`src/rtl/mra_pkg.sv`:
```
package mra_pkg;
  typedef enum logic [1:0] {
    RG_SHARED  = 2'd0,
    RG_PRIVATE = 2'd1,
    RG_INVALID = 2'd2
  } region_e;
endpackage

```
`src/rtl/mra_region_decode.sv`:
```
module mra_region_decode
  import mra_pkg::*;
#(
  parameter int                ADDR_W    = 24,
  parameter int                SHARED_AW = 21,
  parameter logic [ADDR_W-1:0] UPPER_END = 'h9F_FFFF
) (
  input  logic [ADDR_W-1:0] addr,
  output region_e           region
);
  localparam logic [ADDR_W-1:0] SHARED_END = ADDR_W'((64'd1 << SHARED_AW) - 64'd1);

  always_comb begin
    if (addr <= SHARED_END)     region = RG_SHARED;
    else if (addr <= UPPER_END) region = RG_PRIVATE;
    else                        region = RG_INVALID;
  end
endmodule

```
`src/rtl/mra_shared_arbiter.sv`:
```
module mra_shared_arbiter #(
  parameter int STARVE_LIMIT = 16
) (
  input  logic clk,
  input  logic rst_n,
  input  logic cpu_req,
  input  logic dma_req,
  output logic cpu_gnt,
  output logic dma_gnt
);
  localparam int CW = $clog2(STARVE_LIMIT + 1);
  localparam logic [CW-1:0] LIMIT = CW'(STARVE_LIMIT);

  logic [CW-1:0] wait_q, wait_d;
  logic          wait_en;
  logic          force_cpu;

  always_comb begin
    force_cpu = cpu_req && (wait_q == LIMIT);
    dma_gnt   = dma_req && !force_cpu;
    cpu_gnt   = cpu_req && !dma_gnt;
    wait_en   = cpu_req || (wait_q != '0);
    if (!cpu_req || cpu_gnt) wait_d = '0;
    else                     wait_d = wait_q + CW'(1);
  end

  always_ff @(posedge clk or negedge rst_n) begin
    if (!rst_n)       wait_q <= '0;
    else if (wait_en) wait_q <= wait_d;
  end
endmodule

```
`src/rtl/mra_resp_track.sv`:
```
module mra_resp_track
  import mra_pkg::*;
(
  input  logic    clk,
  input  logic    rst_n,
  input  logic    accept,
  input  region_e src,
  output logic    rvalid,
  output region_e src_q
);
  logic    rvalid_d;
  region_e src_d;
  logic    src_en;

  always_comb begin
    rvalid_d = accept;
    src_d    = src;
    src_en   = accept;
  end

  always_ff @(posedge clk or negedge rst_n) begin
    if (!rst_n) rvalid <= 1'b0;
    else        rvalid <= rvalid_d;
  end

  always_ff @(posedge clk or negedge rst_n) begin
    if (!rst_n)      src_q <= RG_INVALID;
    else if (src_en) src_q <= src_d;
  end
endmodule

```
`src/rtl/dual_region_mem_arbiter.sv`:
```
module dual_region_mem_arbiter
  import mra_pkg::*;
#(
  parameter int                ADDR_W       = 24,
  parameter int                DATA_W       = 16,
  parameter int                SHARED_AW    = 21,
  parameter logic [ADDR_W-1:0] PRIV_END     = 'h9F_FFFF,
  parameter int                STARVE_LIMIT = 16
) (
  input  logic              clk,
  input  logic              rst_n,
  input  logic              cpu_valid,
  input  logic [ADDR_W-1:0] cpu_addr,
  input  logic              cpu_we,
  input  logic [DATA_W-1:0] cpu_wdata,
  output logic              cpu_ready,
  output logic              cpu_rvalid,
  output logic [DATA_W-1:0] cpu_rdata,
  output logic              cpu_err,
  input  logic              dma_valid,
  input  logic [ADDR_W-1:0] dma_addr,
  input  logic              dma_we,
  input  logic [DATA_W-1:0] dma_wdata,
  output logic              dma_ready,
  output logic              dma_rvalid,
  output logic [DATA_W-1:0] dma_rdata,
  output logic              dma_err,
  output logic                 shm_en,
  output logic                 shm_we,
  output logic [SHARED_AW-1:0] shm_addr,
  output logic [DATA_W-1:0]    shm_wdata,
  input  logic [DATA_W-1:0]    shm_rdata,
  output logic              pvm_en,
  output logic              pvm_we,
  output logic [ADDR_W-1:0] pvm_addr,
  output logic [DATA_W-1:0] pvm_wdata,
  input  logic [DATA_W-1:0] pvm_rdata
);
  localparam logic [ADDR_W-1:0] SHARED_END = ADDR_W'((64'd1 << SHARED_AW) - 64'd1);
  localparam logic [ADDR_W-1:0] PRIV_BASE  = SHARED_END + ADDR_W'(1);

  region_e cpu_rg, dma_rg;
  region_e cpu_src_q, dma_src_q;
  logic    cpu_sh_req, dma_sh_req;
  logic    cpu_gnt, dma_gnt;

  // Processor sees both windows; DMA decode collapses the upper window so
  // anything above the shared window is invalid for it.
  mra_region_decode #(.ADDR_W(ADDR_W), .SHARED_AW(SHARED_AW), .UPPER_END(PRIV_END))
    u_cpu_dec (.addr(cpu_addr), .region(cpu_rg));

  mra_region_decode #(.ADDR_W(ADDR_W), .SHARED_AW(SHARED_AW), .UPPER_END(SHARED_END))
    u_dma_dec (.addr(dma_addr), .region(dma_rg));

  always_comb begin
    cpu_sh_req = cpu_valid && (cpu_rg == RG_SHARED);
    dma_sh_req = dma_valid && (dma_rg == RG_SHARED);
  end

  mra_shared_arbiter #(.STARVE_LIMIT(STARVE_LIMIT)) u_arb (
    .clk     (clk),
    .rst_n   (rst_n),
    .cpu_req (cpu_sh_req),
    .dma_req (dma_sh_req),
    .cpu_gnt (cpu_gnt),
    .dma_gnt (dma_gnt)
  );

  // Acceptance: shared requests need a grant, everything else goes at once.
  always_comb begin
    cpu_ready = cpu_valid && ((cpu_rg != RG_SHARED) || cpu_gnt);
    dma_ready = dma_valid && ((dma_rg != RG_SHARED) || dma_gnt);
  end

  // Shared memory port: owner chosen by the arbiter.
  always_comb begin
    shm_en = cpu_gnt || dma_gnt;
    if (dma_gnt) begin
      shm_we    = dma_we;
      shm_addr  = dma_addr[SHARED_AW-1:0];
      shm_wdata = dma_wdata;
    end else begin
      shm_we    = cpu_gnt && cpu_we;
      shm_addr  = cpu_addr[SHARED_AW-1:0];
      shm_wdata = cpu_wdata;
    end
  end

  // Processor-only memory port: no arbitration.
  always_comb begin
    pvm_en    = cpu_valid && (cpu_rg == RG_PRIVATE);
    pvm_we    = pvm_en && cpu_we;
    pvm_addr  = cpu_addr - PRIV_BASE;
    pvm_wdata = cpu_wdata;
  end

  mra_resp_track u_cpu_resp (
    .clk    (clk),
    .rst_n  (rst_n),
    .accept (cpu_ready),
    .src    (cpu_rg),
    .rvalid (cpu_rvalid),
    .src_q  (cpu_src_q)
  );

  mra_resp_track u_dma_resp (
    .clk    (clk),
    .rst_n  (rst_n),
    .accept (dma_ready),
    .src    (dma_rg),
    .rvalid (dma_rvalid),
    .src_q  (dma_src_q)
  );

  always_comb begin
    unique case (cpu_src_q)
      RG_SHARED:  cpu_rdata = shm_rdata;
      RG_PRIVATE: cpu_rdata = pvm_rdata;
      default:    cpu_rdata = '1;
    endcase
    cpu_err = cpu_rvalid && (cpu_src_q == RG_INVALID);
    dma_rdata = (dma_src_q == RG_SHARED) ? shm_rdata : '1;
    dma_err   = dma_rvalid && (dma_src_q != RG_SHARED);
  end
endmodule

```
`config.mk`:
```
export PLATFORM = sky130hd
export DESIGN_NAME = dual_region_mem_arbiter
export DESIGN_NICKNAME = d
export VERILOG_FILES = /design/src/rtl/mra_pkg.sv /design/src/rtl/mra_region_decode.sv /design/src/rtl/mra_shared_arbiter.sv /design/src/rtl/mra_resp_track.sv /design/src/rtl/dual_region_mem_arbiter.sv
export SDC_FILE = /design/constraint.sdc
export NUM_CORES = 1
export LEC_CHECK = 0
export BUFFER_PORTS_ARGS = -buffer_cell sky130_fd_sc_hd__buf_2
export CORE_ASPECT_RATIO = 0.5
export CORE_MARGIN = 5
export CORE_UTILIZATION = 35
export DETAILED_ROUTE_END_ITERATION = 7
export GPL_TIMING_DRIVEN = 0
export PLACE_DENSITY = 0.88
export SYNTH_ARGS = -nofsm -noshare
export SYNTH_HDL_FRONTEND = slang
export SYNTH_SLANG_ARGS = --single-unit
```
`constraint.sdc`:
```
create_clock -name clk -period 5.15 [get_ports clk]
set_clock_uncertainty 0.2 [all_clocks]
set_input_delay 1.03 -clock clk [delete_from_list [all_inputs] [get_ports clk]]
set_output_delay 1.03 -clock clk [all_outputs]
set_load 0.01 [all_outputs]
```
==> flow_metrics.tcl, run 1 <==
set metrics [dict create \
    core-area_sq_mm 0.00495 \
    fin_ws_ns 1.23 \
    tritoncts "built" \
    drc_errors 0 \
    rsz0062_at_grt "false" \
    start_util_pct 36.5 \
    io_buffers 236 \
    critPathTopFamily "buffers and inverters" \
    cts_htree_levels 1 \
    status "finished clean" \
    synth_edf_count 0 \
    synthTopCellsByArea "buf_4 (16%), mux2_4 (16%), mux2_2 (11%), dfrtp_1 (11%), mux2i_1 (8.8%)" \
    rows 18 \
    seq_area_sq_um 253 \
    fin_crit_sh_pct 76.2 \
    maxCapViolCount 0 \
    critical_path.cell_chain "buf_2, or4b_4, a31oi_4, buf_6, buf_12, mux2_4, buf_2" \
    report.final.setup_viol 0 \
    finalMaxSlewViolations 0 \
    area_growth_pct 73.1 \
    grt_pass1_wl_um 10700 \
    ys_top_cells_by_count "buf_4 (38), mux2_4 (19), nand2_1 (19)" \
    slowest_stage "or4b_4" \
    grt_remaining_overflow 0 \
    routedWlPerCell_um 14.1 \
    p_total_uw 446 \
    ys_types 39 \
    layout-drive-gt1-share_pct 78.8 \
    syn-num-nets 315 \
    setup_tns_ns 0 \
    cts_root_buffer "clkbuf_8" \
    fill_cells 459 \
    crit_type "primary input to output port" \
    numClockSinks 10 \
    cp_num_cells 7 \
    via_per_inst 4.47 \
    ios 237 \
    layout.nets 556 \
    crit_fanout 10 \
    first_global_vias 2266 \
    hpwl_um 6410 \
    cpMostUsedCell "buf_2" \
    syn_area_sq_mm 0.00181 \
    die_w_um 112 \
    synth_top_area_share_pct 15.8 \
    drtPass1Iterations 4 \
    routed_wl_um 7090 \
    ys_warn_count 0 \
    slew_headroom_pct 65.9 \
    vias 2252 \
    startpoint_type "primary input" \
    critPathCaptureType "output port" \
    leakage_nw 1.80 \
    p_per_area_mw_per_mm2 142 \
    min_period_ns 3.92 \
    post-cts-setup-buffers 0 \
    synthMostInstantiatedCell "buf_4" \
    multi_input_area_sq_mm 0.00116 \
    ys.flop_type "dfrtp_1" \
    ys_ff_latch 10 \
    cts_buffer_depth 2 \
    placed_area_sq_mm 0.00308 \
    ir_worst_vdd_mv 0.122 \
    hold_depth 2 \
    clock_latency_ns 0.23 \
    ff2ff_path_depth 5 \
    synth.largest_area_cell "buf_4" \
    crit_arrival_ns 2.69 \
    max_stage_delay_ns 0.58 \
    die_h_um 60.9 \
    fp.dieArea_sq_mm 0.00680 \
    hold_buffers 0 \
    grt_max_degree 11 \
    synthArstFlopShare_pct 100 \
    ant_nets 0 \
    hold_class "flop to flop" \
    post-place-ws_ns 1.20 \
    antenna_found_initial 0 \
    path_buf_inv 4 \
    ctsResizeCount 0 \
    cts_buffers 3 \
    first_iter_violations 133 \
    required_ns 3.92 \
    insertedDiodeCount 0 \
    max_freq_mhz 255 \
    synthCells 194 \
    fin_area_sq_mm 0.00313 \
    clk_pin_slew_ns 0.04 \
    routabilityCongestion 0.796 \
    hold_violations 0 \
    tightest_slew_ns 0.511 \
    yosysSeqAreaShare_pct 14.0 \
    synth_area_per_cell_sq_um 9.33 \
    grt_use_total_pct 18.8 \
]
[state kept, by name, summed over array words and instances (netlist names)]
signal and count:
u_arb.wait_q 5, u_dma_resp.src_q 1, u_cpu_resp.src_q 2, u_cpu_resp.rvalid 1, u_dma_resp.rvalid 1
[cells in the final DEF (no fill, tap or decap), types with 2 or more instances in the layout]
cell type	n
buf_2	237
clkbuf_1	5
nand2_1	19
nor3_1	3
dfrtp_1	8
inv_1	9
mux2_2	18
dfstp_2	2
or3_1	2
o311ai_0	2
xor2_1	3
nand2b_1	2
buf_4	38
clkbuf_8	4
o21a_1	2
mux2_4	19
nand3_1	4
buf_12	2
and2_1	2
mux2i_1	16
ha_1	3
or2_2	16
[final timing paths]
check,startpoint,end,slack [ns]
min,u_cpu_resp.src_q[1],u_cpu_resp.src_q[1],0.37
max,dma_addr[23],shm_addr[14],1.23
min reg2reg,u_cpu_resp.src_q[1],u_cpu_resp.src_q[1],0.37
max reg2reg,u_arb.wait_q[0],u_cpu_resp.src_q[0],3.21
max in group asynchronous,rst_n,u_dma_resp.src_q[1],4.05
min in group asynchronous,rst_n,u_arb.wait_q[1],0.44
[layout make-up]
class / instances / area share (%)
flip-flops and latches: 10 / 8.06
clock buffers: 4 / 1.76
well taps: 70 / 2.79
plain buffers: 47 / 11.5
multi-input cells: 127 / 37.0
repair buffers: 236 / 37.7
inverters: 10 / 1.20
[metal layers]
metal | wire [um] | global-route usage [%]
met5 | 0 | 0
met4 | 46 | 3.12
met3 | 505 | 3.29
met2 | 3830 | 37.3
met1 | 2710 | 22.3
[power breakdown]
| group | total (mW) | internal (mW) | switching, mW |
|---|---|---|---|
| clock network | 0.0966 | 0.0671 | 0.0295 |
| logic | 0.263 | 0.141 | 0.123 |
| registers | 0.0865 | 0.0835 | 0.00290 |
[worst register-to-register path, cell delays in order, from the launching register on]
cell      delay [ns]
dfrtp_1         0.39
inv_1           0.10
ha_1            0.15
nor3b_2         0.42
a21o_1          0.35
o311ai_0        0.17
[stage by stage]
| stage | utilization [%] | hold slack, ns | instances |
|---|---|---|---|
| floorplan | - | 0.326 | 194 |
| global placement | 62.1 | 0.359 | 500 |
| detailed placement | 62.1 | 0.368 | 500 |
| CTS | 63.3 | 0.377 | 504 |
| global route | 63.3 | 0.420 | 504 |
| finish | 63.3 | 0.366 | 504 |
[cell families after synthesis]
group           after synthesis  share of synthesized area (%)
buf+inv                      57                           22.0
mux                          53                           35.8
simple gates                 53                           17.1
compound gates               14                           7.12
flops                        10                           14.0
xor+xnor                      4                           1.94
fa+ha+maj                     3                           2.07
(Power assumes the default switching activity.)
==> inputs of run 2 (changes only) <==
Settings changed: CORE_UTILIZATION 35 to 29, PLACE_DENSITY 0.88 to 0.78.
Clock period 5.15 ns to 3.4 ns, I/O delays scaled along.
==> flow_metrics.tcl, run 2 (synthesis results as in run 1) <==
set metrics [dict create \
    routedWlPerCell_um 12.8 \
    reg2reg_to "u_cpu_resp.src_q[0]" \
    report.final.setup_viol 0 \
    p_per_area_mw_per_mm2 237 \
    crit_type "primary input to output port" \
    start_util_pct 29.9 \
    largest_reg_flops 5 \
    ant_nets 0 \
    critical_path.cell_chain "buf_2, or4b_4, a31oi_4, buf_6, buf_12, mux2_4, buf_2" \
    cts_buffer_depth 2 \
    cts_buffers 3 \
    crit_end "shm_addr[19]" \
    min_period_ns 3.21 \
    vias 2247 \
    layout.nets 556 \
    maxCapViolCount 0 \
    slew_headroom_pct 61.6 \
    hold_violations 0 \
    ff2ff_path_depth 5 \
    max_freq_mhz 311 \
    path_buf_inv 4 \
    ctsResizeCount 0 \
    tritoncts "built" \
    rsz0062_at_grt "false" \
    top_register "u_arb.wait_q" \
    cp-startpoint "dma_addr[23]" \
    tightest_slew_ns 0.576 \
    required_ns 2.52 \
    critPathCaptureType "output port" \
    rrSetupSlack_ns 1.54 \
    slowest_stage "or4b_4" \
    hpwl_um 6100 \
    insertedDiodeCount 0 \
    cp_num_cells 7 \
    max_stage_delay_ns 0.57 \
    cts_root_buffer "clkbuf_16" \
    hold_slack_ns 0.0899 \
    p_total_uw 757 \
    combPwrFrac_pct 52.1 \
    hold_class "primary input to async pin" \
    grt_remaining_overflow 0 \
    routabilityCongestion 0.764 \
    core-area_sq_mm 0.00606 \
    p_switching_uw 241 \
    drtPass1Iterations 4 \
    cts_htree_levels 1 \
    post-cts-setup-buffers 0 \
    fp.dieArea_sq_mm 0.00802 \
    crit_fanout 10 \
    die_h_um 65.9 \
    antenna_found_initial 0 \
    fill_cells 593 \
    first_global_vias 2272 \
    area_growth_pct 76.2 \
    drc_errors 0 \
    startpoint_type "primary input" \
    layout-drive-gt1-share_pct 78.8 \
    ios 237 \
    mostFrequentLayoutCells "buf_2 (237), buf_4 (38), nand2_1 (19), mux2_4 (19), mux2_2 (18)" \
    p_sw_share_pct 31.8 \
    rows 20 \
    leakage_nw 1.81 \
    clkPwrFrac_pct 30.6 \
    via_per_inst 4.30 \
    p_int_uw 517 \
    pwr-share-seq_pct 17.3 \
    finalMaxSlewViolations 0 \
    first_iter_violations 71 \
    grt_use_total_pct 15.2 \
    timing.rr.start "u_arb.wait_q[0]" \
    fin_crit_sh_pct 94.5 \
    hold_buffers 0 \
    routed_wl_um 6700 \
    numClockSinks 10 \
    clock_latency_ns 0.24 \
    clk_pin_slew_ns 0.04 \
    ir_worst_vdd_mv 0.160 \
    reg_top3 "u_arb.wait_q x5, u_cpu_resp.src_q x2" \
    setup_tns_ns 0 \
    status "finished clean" \
    critPathTopFamily "buffers and inverters" \
    layout_commonest_cell "buf_2" \
    grt_pass1_wl_um 10200 \
    die_w_um 122 \
    cpMostUsedCell "buf_2" \
    grt_max_degree 11 \
    io_buffers 236 \
    crit_arrival_ns 2.33 \
]
[run 2: cell counts in the layout (fill, tap and decap cells not counted)]
No cell type changed its count.
[run 2: through the flow]
stage,utilization (%),instances,cell area [sq um],setup WS [ns]
2_1_floorplan,-,194,1810,0.491
4_1_cts,52.7,522,3190,0.175
3_3_place_gp,51.2,518,3100,0.176
6_report,52.7,522,3190,0.188
5_1_grt,52.7,522,3190,0.121
3_5_place_dp,51.2,518,3100,0.179
[run 2: layout make-up]
class,instances,area (sq um),share of cell area (%)
Timing Repair Buffer,236,1180,37.0
Multi-Input combinational cell,127,1160,36.4
Buffer,47,360,11.3
Sequential cell,10,253,7.92
Tap cell,88,110,3.45
Clock buffer,4,88.8,2.78
Inverter,10,37.5,1.18
[run 2: worst reg2reg max path, delay by kind of cell (launching register included)]
family                     cells  cell delay, ns
adders and majority gates      1            0.14
AOI/OAI and AO/OA              2            0.49
buffers and inverters          1            0.10
DFF                            1            0.39
and+or+nand+nor                1            0.40
[run 2: worst min path at each step]
stage	slack, ns	from	to
finish	0.09	rst_n	u_arb.wait_q[2]
global route	0.10	rst_n	u_dma_resp.rvalid
CTS	0.09	rst_n	u_dma_resp.rvalid
detailed placement	0.35	rst_n	u_dma_resp.rvalid
global placement	0.35	rst_n	u_dma_resp.rvalid
floorplan	0.18	rst_n	u_arb.wait_q[0]
[run 2: per-layer routing]
metal / routed length (um) / GRT usage [%] / vias up
li1: - / - / 1109
met1: 2420 / 15.9 / 1033
met2: 3580 / 31.0 / 101
met3: 660 / 3.85 / 4
met4: 33 / 2.79 / 0
met5: 0 / 0 / -
[run 2: power by group through the flow]
stage	Sequential (mW)	Clock (mW)	Combinational (mW)
floorplan	0.132	0	0.210
global placement	0.132	0	0.394
detailed placement	0.133	0	0.399
CTS	0.131	0.235	0.401
global route	0.132	0.244	0.432
finish	0.131	0.232	0.395
==> inputs of run 3 (changes only) <==
Settings changed: CORE_ASPECT_RATIO 0.5 to default, CORE_UTILIZATION 29 to 26, PLACE_DENSITY 0.78 to 0.71.
==> flow_metrics.tcl, run 3 (synthesis results as in run 1) <==
set metrics [dict create \
    status "finished clean" \
    numClockSinks 10 \
    drc_errors 0 \
    crit_fanout 10 \
    hpwl_um 6900 \
    leakage_nw 1.80 \
    hold_violations 0 \
    mostFrequentLayoutCells "buf_2 (237), buf_4 (38), nand2_1 (19), mux2_4 (19), mux2_2 (18)" \
    post-cts-setup-buffers 0 \
    ios 237 \
    die_w_um 93.4 \
    hold_slack_ns 0.104 \
    layout_commonest_cell "buf_2" \
    crit_type "primary input to output port" \
    hold_buffers 0 \
    antenna_found_initial 0 \
    area_growth_pct 74.9 \
    fill_cells 678 \
    grt_remaining_overflow 0 \
    tightest_slew_ns 0.543 \
    core-area_sq_mm 0.00679 \
    setup_tns_ns 0 \
    finalMaxSlewViolations 0 \
    largest_reg_flops 5 \
    reg_top3 "u_arb.wait_q x5, u_cpu_resp.src_q x2" \
    p_per_area_mw_per_mm2 215 \
    grt_use_total_pct 15.4 \
    ant_nets 0 \
    cts_htree_levels 1 \
    critPathCaptureType "output port" \
    first_iter_violations 41 \
    report.final.setup_viol 0 \
    required_ns 2.52 \
    cts_buffer_depth 2 \
    drtPass1Iterations 4 \
    insertedDiodeCount 0 \
    cts_root_buffer "clkbuf_8" \
    first_global_vias 2098 \
    start_util_pct 26.6 \
    vias 2261 \
    clock_latency_ns 0.23 \
    seq_area_sq_um 253 \
    maxCapViolCount 0 \
    io_buffers 236 \
    fp.dieArea_sq_mm 0.00873 \
    routed_wl_um 7690 \
    timing.rr.start "u_arb.wait_q[0]" \
    via_per_inst 4.27 \
    fin_area_sq_mm 0.00317 \
    die_h_um 93.4 \
    layout-drive-gt1-share_pct 78.8 \
    cp-startpoint "dma_addr[23]" \
    placed_area_sq_mm 0.00311 \
    routabilityCongestion 0.842 \
    cts_buffers 3 \
    tritoncts "built" \
    hold_class "primary input to async pin" \
    multi_input_area_sq_mm 0.00116 \
    grt_max_degree 11 \
    rows 30 \
    layout.nets 556 \
    layout.cells.non_filler 530 \
    max_freq_mhz 309 \
    startpoint_type "primary input" \
    crit_arrival_ns 2.35 \
    min_period_ns 3.23 \
    grt_pass1_wl_um 11000 \
    ir_worst_vdd_mv 0.314 \
    routedWlPerCell_um 14.5 \
    fin_crit_sh_pct 95.1 \
    rsz0062_at_grt "false" \
    slew_headroom_pct 63.8 \
    clk_pin_slew_ns 0.05 \
    ctsResizeCount 0 \
    top_register "u_arb.wait_q" \
    dp.cells 526 \
]
==> run 3: cell count changes in the layout (fill, tap and decap cells not counted) <==
cell | previous run | this run
clkbuf_16 | 3 | 0
clkbuf_8 | 1 | 4
==> run 3: worst max-delay path: stages <==
cell and delay, ns:
buf_2 0.10, or4b_4 0.57, a31oi_4 0.19, buf_6 0.19
buf_12 0.16, mux2_4 0.30, buf_2 0.15
==> run 3: path summary, 6_finish.rpt <==
| path | slack, ns | endpoint | cells after the start |
|---|---|---|---|
| setup / recovery | 0.17 | shm_addr[13] | 7 |
| hold / removal | 0.10 | u_cpu_resp.rvalid | 1 |
| setup reg to reg | 1.41 | u_cpu_resp.src_q[0] | 5 |
| hold reg to reg | 0.39 | u_arb.wait_q[1] | 2 |
| max in group asynchronous | 2.64 | u_dma_resp.src_q[1] | 1 |
| min in group clk | 0.39 | u_arb.wait_q[1] | 2 |
==> run 3: final cells by class <==
class,count,area share (%)
buffer,47,11.4
clock buffer,4,1.74
inverter,10,1.19
multi-input combinational,127,36.6
sequential,10,7.98
tap,96,3.79
timing repair buffer,236,37.3
==> run 3: per-layer routing <==
layer,GRT usage (%),wire [um],up-vias
met5,0,0,-
met4,0.855,25,0
met1,18.7,2930,1051
met3,3.78,680,2
met2,28.3,4050,95
li1,-,-,1113
==> run 3: stage by stage <==
stage	power, mW	worst slack, ns	utilization, %
after floorplan	0.342	0.491	-
after global routing	0.727	0.101	46.6
after detailed placement	0.539	0.143	45.8
after CTS	0.689	0.140	46.6
after global placement	0.533	0.136	45.8
final	0.681	0.168	46.6
==> run 3: report_power, final <==
part | total (mW) | switching [mW] | internal [mW]
Clock | 0.146 | 0.0442 | 0.102
Combinational | 0.404 | 0.190 | 0.214
Sequential | 0.131 | 0.00474 | 0.127
Total | 0.681 | 0.239 | 0.442
